<file path="src/rtl/portStatusPkg.sv">
package portStatusPkg;
  localparam int DATA_W      = 32;
  localparam int CHG_N       = 4;
  localparam int CHG_LSB     = 16;
  localparam int PWR_SET_BIT = 8;
  localparam int PWR_CLR_BIT = 9;

  // change flag index, in bit order above CHG_LSB
  localparam int EV_CONN = 0;
  localparam int EV_DIS  = 1;
  localparam int EV_RES  = 2;
  localparam int EV_OC   = 3;

  typedef struct packed {
    logic [CHG_N-1:0] clrChg;
    logic             setPwr;
    logic             clrPwr;
  } strobeT;
endpackage

</file>
<file path="src/rtl/portStatusCtrl.sv">
module portStatusCtrl
  import portStatusPkg::*;
(
  input  logic              busWrEn,
  input  logic [DATA_W-1:0] busWrData,
  output strobeT            strobe
);
  // positions that carry no command are consumed here on purpose
  logic unusedWr;
  assign unusedWr = ^{busWrData[DATA_W-1:CHG_LSB+CHG_N],
                      busWrData[CHG_LSB-1:PWR_CLR_BIT+1],
                      busWrData[PWR_SET_BIT-1:0]};

  always_comb begin
    strobe        = '0;
    if (busWrEn) begin
      strobe.clrChg = busWrData[CHG_LSB +: CHG_N];
      // clear-power dominates a simultaneous set-power
      strobe.clrPwr = busWrData[PWR_CLR_BIT];
      strobe.setPwr = busWrData[PWR_SET_BIT] & ~busWrData[PWR_CLR_BIT];
    end
  end
endmodule

</file>
<file path="src/rtl/portStatusPath.sv">
module portStatusPath
  import portStatusPkg::*;
(
  input  logic              clk,
  input  logic              rstN,
  input  logic              cfgRemovable,
  input  logic              cfgNoPowerSwitch,
  input  strobeT            strobe,
  input  logic [CHG_N-1:0]  evt,
  input  logic              devConnected,
  input  logic              devLowSpeed,
  output logic [DATA_W-1:0] rdData,
  output logic              pwrOn
);
  logic [CHG_N-1:0] chgQ;
  logic             pwrQ;

  for (genvar i = 0; i < CHG_N; i++) begin : g_chg
    logic rstVal;
    assign rstVal = (i == EV_CONN) ? cfgRemovable : 1'b0;

    // reset value may come from the strap, so reset is synchronous
    always_ff @(posedge clk) begin
      if (!rstN)                 chgQ[i] <= rstVal;
      else if (evt[i])           chgQ[i] <= 1'b1;
      else if (strobe.clrChg[i]) chgQ[i] <= 1'b0;
    end

    a_r2_event_sets: assert property (@(posedge clk) disable iff (!rstN)
      evt[i] |=> rdData[CHG_LSB+i]);
    a_r3_clear_flag: assert property (@(posedge clk) disable iff (!rstN)
      (strobe.clrChg[i] && !evt[i]) |=> !rdData[CHG_LSB+i]);
    a_r9_flag_holds: assert property (@(posedge clk) disable iff (!rstN)
      (!strobe.clrChg[i] && !evt[i]) |=> $stable(rdData[CHG_LSB+i]));
  end

  always_ff @(posedge clk) begin
    if (!rstN)              pwrQ <= 1'b0;
    else if (strobe.clrPwr) pwrQ <= 1'b0;
    else if (strobe.setPwr) pwrQ <= 1'b1;
  end

  always_comb begin
    rdData                   = '0;
    rdData[CHG_LSB +: CHG_N] = chgQ;
    rdData[PWR_SET_BIT]      = pwrQ | cfgNoPowerSwitch;
    rdData[PWR_CLR_BIT]      = devConnected & devLowSpeed;
  end

  assign pwrOn = pwrQ | cfgNoPowerSwitch;

  a_r6_power_off: assert property (@(posedge clk) disable iff (!rstN)
    strobe.clrPwr |=> !pwrQ);
  a_r6_power_on: assert property (@(posedge clk) disable iff (!rstN)
    strobe.setPwr |=> pwrQ);
  a_r9_power_holds: assert property (@(posedge clk) disable iff (!rstN)
    (!strobe.setPwr && !strobe.clrPwr) |=> $stable(pwrQ));
  a_r7_power_read: assert property (@(posedge clk) disable iff (!rstN)
    cfgNoPowerSwitch |-> (rdData[PWR_SET_BIT] && pwrOn));
endmodule

</file>
<file path="src/rtl/portStatusReg.sv">
module portStatusReg
  import portStatusPkg::*;
(
  input  logic        clk,
  input  logic        rstN,
  input  logic        cfgRemovable,
  input  logic        cfgNoPowerSwitch,
  input  logic        busWrEn,
  input  logic [31:0] busWrData,
  output logic [31:0] busRdData,
  input  logic        evtConnect,
  input  logic        evtDisable,
  input  logic        evtResume,
  input  logic        evtOverCurrent,
  input  logic        devConnected,
  input  logic        devLowSpeed,
  output logic        portPowerOn
);
  strobeT           strobe;
  logic [CHG_N-1:0] evt;

  always_comb begin
    evt          = '0;
    evt[EV_CONN] = evtConnect;
    evt[EV_DIS]  = evtDisable;
    evt[EV_RES]  = evtResume;
    evt[EV_OC]   = evtOverCurrent;
  end

  portStatusCtrl u_ctrl (
    .busWrEn   (busWrEn),
    .busWrData (busWrData),
    .strobe    (strobe)
  );

  portStatusPath u_path (
    .clk              (clk),
    .rstN             (rstN),
    .cfgRemovable     (cfgRemovable),
    .cfgNoPowerSwitch (cfgNoPowerSwitch),
    .strobe           (strobe),
    .evt              (evt),
    .devConnected     (devConnected),
    .devLowSpeed      (devLowSpeed),
    .rdData           (busRdData),
    .pwrOn            (portPowerOn)
  );

  a_r5_reserved_zero: assert property (@(posedge clk) disable iff (!rstN)
    (busRdData[31:20] == '0) && (busRdData[15:10] == '0) && (busRdData[7:0] == '0));
endmodule

</file>
<file path="config.mk">
export PLATFORM = sky130hd
export DESIGN_NAME = portStatusReg
export DESIGN_NICKNAME = d
export VERILOG_FILES = /design/src/rtl/portStatusPkg.sv /design/src/rtl/portStatusCtrl.sv /design/src/rtl/portStatusPath.sv /design/src/rtl/portStatusReg.sv
export SDC_FILE = /design/constraint.sdc
export NUM_CORES = 1
export LEC_CHECK = 0
export CAP_MARGIN = 10
export CORE_ASPECT_RATIO = 1.1
export CORE_MARGIN = 2
export CORE_UTILIZATION = 20
export DETAILED_ROUTE_END_ITERATION = 8
export GPL_ROUTABILITY_DRIVEN = 0
export MAX_ROUTING_LAYER = met4
export PLACE_DENSITY = 0.88
export SLEW_MARGIN = 5
export SYNTH_ARGS = -nofsm -noshare
export SYNTH_HDL_FRONTEND = slang
export SYNTH_SLANG_ARGS = --single-unit
</file>
<file path="constraint.sdc">
create_clock -name clk -period 1.05 [get_ports clk]
set_input_delay 0.1575 -clock clk [delete_from_list [all_inputs] [get_ports clk]]
set_output_delay 0.1575 -clock clk [all_outputs]
set_load 0.005 [all_outputs]
</file>
==> impl_metrics.toml, run 1 <==
[logic_synthesis]
netlist_top_cells_area = "buf_4, dfxtp_1, edfxtp_1, a31oi_1, o21ai_0"
ys_ff_latch = 5
syn_inst = 49
synth_commonest_cells = "buf_4, dfxtp_1, a31oi_1, inv_1, o21ai_0"
synth_seq_area_share_pct = 26.6
synth_top_cell_by_area = "buf_4"
synth.distinct_cells = 14
yosys_warnings = 0
synth_area_sq_um = 414
synth-main-ff-cell = "dfxtp_1"
synth_top_area_share_pct = 48.9
async_reset_ff_share_pct = 0
yosys.cell_count.top_type = "buf_4"
synth_edf_count = 1
avgSynthCellArea_sq_um = 8.45

[floorplan]
start_util_pct = 20.9
die_area_sq_um = 2450
pin_count = 76
rows = 17
core_area_sq_um = 1980
die_y_microns = 51.7
die_x_microns = 47.4

[timing]
finClkSkew_ns = 0
final-hold-violation-count = 0
fin_crit_sh_pct = 101
maxSlewViolCount = 0
finalWorstSetupSlack_ns = -0.00931
whs_ns = 0.485
rsz0062_at_grt = "yes"
finalSetupViolations = 2
min_period_ns = 1.06
max_clock_freq_mhz = 944

[grt]
grt_pass1_vias = 318
track_usage_pct = 7.59
antenna_found_initial = 0
grt_util_met3_pct = 4.17
grt_max_degree = 6
met2_usage_pct = 15.1
globalRoute.busiestLayer = "met2"
gr-usage-met1_pct = 4.21
gr-total-overflow = 0
grt_pass1_wl_microns = 1200

[cts]
path_clk_slew_ns = 0.05
cts_setup_buffers = 0
htreeDepth = 1
postCtsHoldBufs = 0
clock_latency_ns = 0.24
tritoncts_num_sinks = 5
cts_root_buf = "clkbuf_4"
clk_path_buf_depth = 2
cts_buffers = 3
cts_tree = "yes"

[min_path]
hp-class = "in2reg"

[setup_path]
cp-start-kind = "flop"
setup.worst_path.end_class = "output port"
path_max_fanout = 2
required_ns = 0.89
cp.arrival_ns = 0.90
critical_path_class = "reg2out"

[place]
dpl.hpwl_microns = 737
place_inst = 102
pre_cts_ws_ns = -0.387
placed_area_sq_um = 601
io_buffers = 23

[layout]
diodes = 0
drive_gt1_share_pct = 19.2
syn2layout_area_growth_pct = 48.9
fin_nets = 122
final_cells = 106
design_area_sq_um = 617

[routing]
routed_wl_microns = 828
via_per_inst = 3.21
post_drt_wl_per_cell_microns = 7.81
dr_total_vias = 340
route.detailed.drc = 0
drt_iter0_markers = 4
first_pass_iters = 4
ant_nets = 0

[outcome]
violations = "setup timing"
run_status = "finished, violations left"

[power]
fin_total_pwr_uw = 604
ir_drop_uv = 595
p_per_area_nw_per_um2 = 979
p_leak_uw = 0.000310

[job]
drv_cap = 0
final timing paths:
check	start	end	slack (ns)	depth (start not counted)
max	u_path.pwrQ$_SDFFE_PP0P_	portPowerOn	-0.009	2
max reg2reg	u_path.pwrQ$_SDFFE_PP0P_	u_path.pwrQ$_SDFFE_PP0P_	0.36	3
min reg2reg	u_path.rdData[18]$_SDFFE_PN0P_	u_path.rdData[18]$_SDFFE_PN0P_	0.53	2
min	busWrData[9]	u_path.pwrQ$_SDFFE_PP0P_	0.48	2
sequential cells by signal, indices dropped and copies added, names as in the netlist:
| name | cells |
|---|---|
| u_path.rdData | 4 |
| u_path.pwrQ | 1 |
metal layers:
layer / up-vias / part of all wire [%]
li1: 162 / -
met1: 153 / 24
met2: 23 / 62
met3: 2 / 12
met4: 0 / 2.1
met5: - / 0
cells in the final DEF (no fill, tap or decap):
cell type and instances:
clkbuf_1 1, dfxtp_2 1, buf_4 4, clkbuf_2 1
a211o_1 1, a31oi_1 3, clkdlybuf4s50_1 15, dlygate4sd2_1 4
edfxtp_1 1, inv_2 1, a211oi_1 1, conb_1 26
o21ai_0 3, inv_1 3, clkdlybuf4s15_1 1, buf_6 1
a21oi_2 1, or2_4 1, mux2_2 1, dfxtp_1 3
and2_1 1, buf_2 1, clkbuf_4 3
cells by family (layout without fill, tap and decap cells):
group,count (synthesis),in the layout,share of synthesized area (%)
buffers and inverters,31,35,52.6
muxes,1,1,2.72
other,1,26,0.905
and+or+nand+nor,2,2,3.02
AOI/OAI and AO/OA,9,9,14.2
DFF,5,5,26.6
critical path: stages (launching register included):
cell and delay [ns]:
dfxtp_2 0.32, or2_4 0.23, clkbuf_2 0.12
metrics by stage:
stage,utilization (%),setup TNS (ns)
after floorplan,-,0
after global placement,30.4,-1.68
after detailed placement,30.4,-1.75
after CTS,31.4,-0.127
after global routing,31.2,-0.0646
final,31.2,-0.0160
timing repair:
| action | 4_1_cts | 5_1_grt |
|---|---|---|
| resized for setup | 19 | 1 |
| endpoints found under the setup margin | 7 | 2 |
| pin swaps | 1 | 0 |
| gates cloned | 0 | 0 |
area by class of cell:
type	count	area, sq um
Clock buffer	4	26.3
Fill cell	219	1360
Timing Repair Buffer	27	246
Tap cell	28	35.0
Multi-Input combinational cell	38	183
Inverter	4	15.0
Sequential cell	5	111
power by group:
| part | internal, uW | leakage, uW | switching, uW |
|---|---|---|---|
| combinational | 97.0 | 0.000252 | 60.8 |
| sequential | 213 | 0.0000440 | 6.82 |
| clock | 144 | 0.0000150 | 82.1 |
| total | 454 | 0.000310 | 150 |
Note: power is estimated with default switching activity, not from simulation.
==> run 2: changes to the inputs <==
==> constraint.sdc (replaced) <==
create_clock -name clk -period 1 [get_ports clk]
set_input_delay 0.15 -clock clk [delete_from_list [all_inputs] [get_ports clk]]
set_output_delay 0.15 -clock clk [all_outputs]
set_load 0.005 [all_outputs]
==> run 2 against run 1 <==
Effect of this change: the flow still finishes with violations (setup timing); flip-flop and latch count unchanged; combinational power about the same; non-clock buffer count unchanged.
==> impl_metrics.toml, run 2 (same netlist as run 1, synthesis figures left out) <==
[power]
swShare_pct = 25.0
combPwrFrac_pct = 25.5
clkPwrFrac_pct = 37.7
ir_drop_uv = 639
p_int_uw = 472
p_leak_uw = 0.000330
p_per_area_nw_per_um2 = 1020
p_seq_share_pct = 36.8
p_switching_uw = 157

[routing]
routed_wl_microns = 836
drt_iter0_markers = 5
post_drt_wl_per_cell_microns = 7.89
dr_total_vias = 341
first_pass_iters = 4
route.detailed.drc = 0
via_per_inst = 3.22
ant_nets = 0

[place]
io_buffers = 23
dpl.hpwl_microns = 737
place_inst = 102

[grt]
globalRoute.busiestLayer = "met2"
gr-total-overflow = 0
track_usage_pct = 7.59
antenna_found_initial = 0
met2_usage_pct = 15.1
grt_max_degree = 6
grt_pass1_wl_microns = 1200
grt_pass1_vias = 318
gr-usage-met1_pct = 4.21
grt_util_met3_pct = 4.17

[cts]
cts_tree = "yes"
tritoncts_num_sinks = 5
htreeDepth = 1
clk_path_buf_depth = 2
cts_buffers = 3
cts_root_buf = "clkbuf_4"
path_clk_slew_ns = 0.05
postCtsHoldBufs = 0
clock_latency_ns = 0.24
cts_setup_buffers = 0

[timing]
finalWorstSetupSlack_ns = -0.0517
max_clock_freq_mhz = 951
fin_crit_sh_pct = 105
whs_ns = 0.402
rsz0062_at_grt = "yes"
maxSlewViolCount = 0
final-hold-violation-count = 0
min_period_ns = 1.05
finClkSkew_ns = 0
finalSetupViolations = 2
tns_ns = -0.101

[layout]
largest_reg_flops = 4
syn2layout_area_growth_pct = 48.9
layout_commonest_cell = "conb_1"
layout_common_cells = "conb_1, clkdlybuf4s50_1, dlygate4sd2_1, buf_4"
drive_gt1_share_pct = 21.8
fin_nets = 122
diodes = 0
final_cells = 106
fillers = 217

[min_path]
hp-class = "in2reg"
hold_depth = 4

[setup_path]
path_max_fanout = 2
reg2reg_depth = 3
setup.worst_path.end_class = "output port"
critical_path_class = "reg2out"
cp.arrival_ns = 0.90
required_ns = 0.85
cp-start-kind = "flop"

[floorplan]
die_y_microns = 51.7
core_area_sq_um = 1980
die_area_sq_um = 2450
rows = 17
pin_count = 76
die_x_microns = 47.4
start_util_pct = 20.9

[job]
drv_cap = 0

[outcome]
violations = "setup timing"
run_status = "finished, violations left"
==> run 2: final timing paths <==
path | from | end | slack [ns]
hold reg to reg | u_path.rdData[18]$_SDFFE_PN0P_ | u_path.rdData[18]$_SDFFE_PN0P_ | 0.53
hold / removal | rstN | u_path.pwrQ$_SDFFE_PP0P_ | 0.40
setup / recovery | u_path.pwrQ$_SDFFE_PP0P_ | portPowerOn | -0.05
setup reg to reg | u_path.pwrQ$_SDFFE_PP0P_ | u_path.pwrQ$_SDFFE_PP0P_ | 0.31
==> run 2: layer usage <==
layer  vias up  part of all wire, %
met5         -                    0
met4         0                  2.0
met3         2                   13
met2        23                   62
met1       154                   24
li1        162                    -
==> run 2: timing repair <==
item / CTS / global route
pin swaps: 1 / 1
endpoints found under the setup margin: 8 / 4
resized for setup: 22 / 4
==> run 2: power groups by stage <==
stage          sequential (uW)  combinational (uW)  clock, uW
2_1_floorplan              235                 125          0
3_3_place_gp               233                 172          0
3_5_place_dp               235                 177          0
4_1_cts                    231                 164        247
5_1_grt                    233                 180        264
6_report                   232                 161        237
==> run 2: cell type report <==
type	count	area, sq um	share of cell area (%)
Clock buffer	4	26.3	4.26
Timing Repair Buffer	27	245	39.8
Sequential cell	5	113	18.3
Multi-Input combinational cell	38	183	29.6
Inverter	4	15.0	2.43
Tap cell	28	35.0	5.68
==> run 2: critical path: stages (launching register included) <==
cell	delay, ns
dfxtp_2	0.32
or2_4	0.23
clkbuf_2	0.12
==> run 2: through the flow <==
stage                     total power, uW  utilization (%)  setup WS, ns  instance area, sq um
final                                 629             31.2       -0.0517                   617
after floorplan                       360                -         0.117                   508
after global routing                  677             31.2       -0.0766                   617
after global placement                405             30.4        -0.413                   601
after CTS                             642             31.1        -0.154                   616
after detailed placement              412             30.4        -0.422                   601
==> run 3: changes to the inputs <==
--- a/config.mk
+++ b/config.mk
@@ -9,10 +9,11 @@
 export CORE_ASPECT_RATIO = 1.1
 export CORE_MARGIN = 2
 export CORE_UTILIZATION = 20
+export CTS_BUF_LIST = sky130_fd_sc_hd__clkbuf_4
 export DETAILED_ROUTE_END_ITERATION = 8
 export GPL_ROUTABILITY_DRIVEN = 0
 export MAX_ROUTING_LAYER = met4
-export PLACE_DENSITY = 0.88
+export PLACE_DENSITY_LB_ADDON = 0.15
 export SLEW_MARGIN = 5
 export SYNTH_ARGS = -nofsm -noshare
 export SYNTH_HDL_FRONTEND = slang
==> run 3 against run 2 <==
Effect of this change: the flow still finishes with violations (setup timing); sequential share of layout area fell by 0.28 points; wire length grew 1.1%; sequential power is essentially flat; clock power is 10% higher; die area did not move.
==> impl_metrics.toml, run 3 (same netlist as run 1, synthesis figures left out) <==
[outcome]
run_status = "finished, violations left"
violations = "setup timing"

[layout]
design_area_sq_um = 619
final_util_pct = 31.3
drive_gt1_share_pct = 20.5
layout_commonest_cell = "conb_1"
diodes = 0
syn2layout_area_growth_pct = 49.5
fin_nets = 122
layout_common_cells = "conb_1, clkdlybuf4s50_1, dlygate4sd2_1, clkbuf_4, buf_4"
fillers = 230
largest_reg_flops = 4

[cts]
htreeDepth = 1
path_clk_slew_ns = 0.04
clk_path_buf_depth = 2
cts_tree = "yes"
cts_root_buf = "clkbuf_4"
cts_buffers = 3
clock_latency_ns = 0.24
cts_setup_buffers = 0
tritoncts_num_sinks = 5

[grt]
grt_max_degree = 6
track_usage_pct = 7.38
grt_pass1_vias = 289
antenna_found_initial = 0
gr-total-overflow = 0
grt_pass1_wl_microns = 1180

[floorplan]
start_util_pct = 20.9
die_x_microns = 47.4
pin_count = 76
die_area_sq_um = 2450
die_y_microns = 51.7
core_area_sq_um = 1980
rows = 17

[routing]
drt_iter0_markers = 0
dr_total_vias = 332
post_drt_wl_per_cell_microns = 7.97
route.detailed.drc = 0
routed_wl_microns = 845
ant_nets = 0
via_per_inst = 3.13
first_pass_iters = 1

[power]
p_leak_uw = 0.000315
p_per_area_nw_per_um2 = 1060
ir_drop_uv = 502
fin_total_pwr_uw = 655

[timing]
maxSlewViolCount = 0
rsz0062_at_grt = "yes"
final-hold-violation-count = 0
whs_ns = 0.422
fin_crit_sh_pct = 104
finClkSkew_ns = 0
finalWorstSetupSlack_ns = -0.0379
max_clock_freq_mhz = 964
finalSetupViolations = 2
min_period_ns = 1.04

[place]
pre_cts_ws_ns = -0.414
dpl.hpwl_microns = 690
placed_area_sq_um = 601
io_buffers = 23

[setup_path]
path_max_fanout = 2
cp-start-kind = "flop"
cp.arrival_ns = 0.89
critical_path_class = "reg2out"
setup.worst_path.end_class = "output port"
required_ns = 0.85

[job]
drv_cap = 0

[min_path]
hp-class = "in2reg"
-- run 3: repair_timing --
| item | CTS | global route |
|---|---|---|
| cloned | 0 | 0 |
| hold buffers | 0 | 0 |
| gates resized for setup | 19 | 1 |
| setup endpoints to repair | 8 | 2 |
| pin swaps | 1 | 0 |
-- run 3: report_power, final --
| group | switching [uW] | internal (uW) | leakage [uW] |
|---|---|---|---|
| Clock | 83.3 | 178 | 0.0000184 |
| Combinational | 63.6 | 100 | 0.000253 |
| Sequential | 6.04 | 224 | 0.0000440 |
-- run 3: metal layers --
| metal | vias up | wire length [microns] | track usage [%] |
|---|---|---|---|
| li1 | 162 | - | - |
| met1 | 140 | 310 | 7.58 |
| met2 | 30 | 379 | 10.6 |
| met3 | 0 | 156 | 3.47 |
| met4 | 0 | 0 | 5.56 |
| met5 | - | 0 | - |
-- run 3: path summary, 6_finish.rpt --
check | start | slack (ns) | end | cells past startpoint
worst min-delay path | rstN | 0.42 | u_path.pwrQ$_SDFFE_PP0P_ | 4
worst max-delay path | u_path.pwrQ$_SDFFE_PP0P_ | -0.04 | portPowerOn | 2
worst min register to register | u_path.rdData[18]$_SDFFE_PN0P_ | 0.54 | u_path.rdData[18]$_SDFFE_PN0P_ | 2
worst max register to register | u_path.pwrQ$_SDFFE_PP0P_ | 0.31 | u_path.pwrQ$_SDFFE_PP0P_ | 3
-- run 3: layout make-up --
class,instances,area (sq um),area share [%]
repair buffers,27,245,39.6
multi-input cells,38,183,29.5
flip-flops and latches,5,111,18.0
well taps,28,35.0,5.66
clock buffers,4,30.0,4.85
inverters,4,15.0,2.42
-- run 3: worst max-delay path: stages (launching register included) --
cell and delay, ns:
dfxtp_2 0.31, or2_4 0.23, buf_6 0.11
-- run 3: metrics by stage --
stage	std cells	TNS, ns
final	106	-0.0750
after global placement	102	-2.15
after global routing	106	-0.144
after detailed placement	102	-2.14
after CTS	106	-0.184
after floorplan	74	0
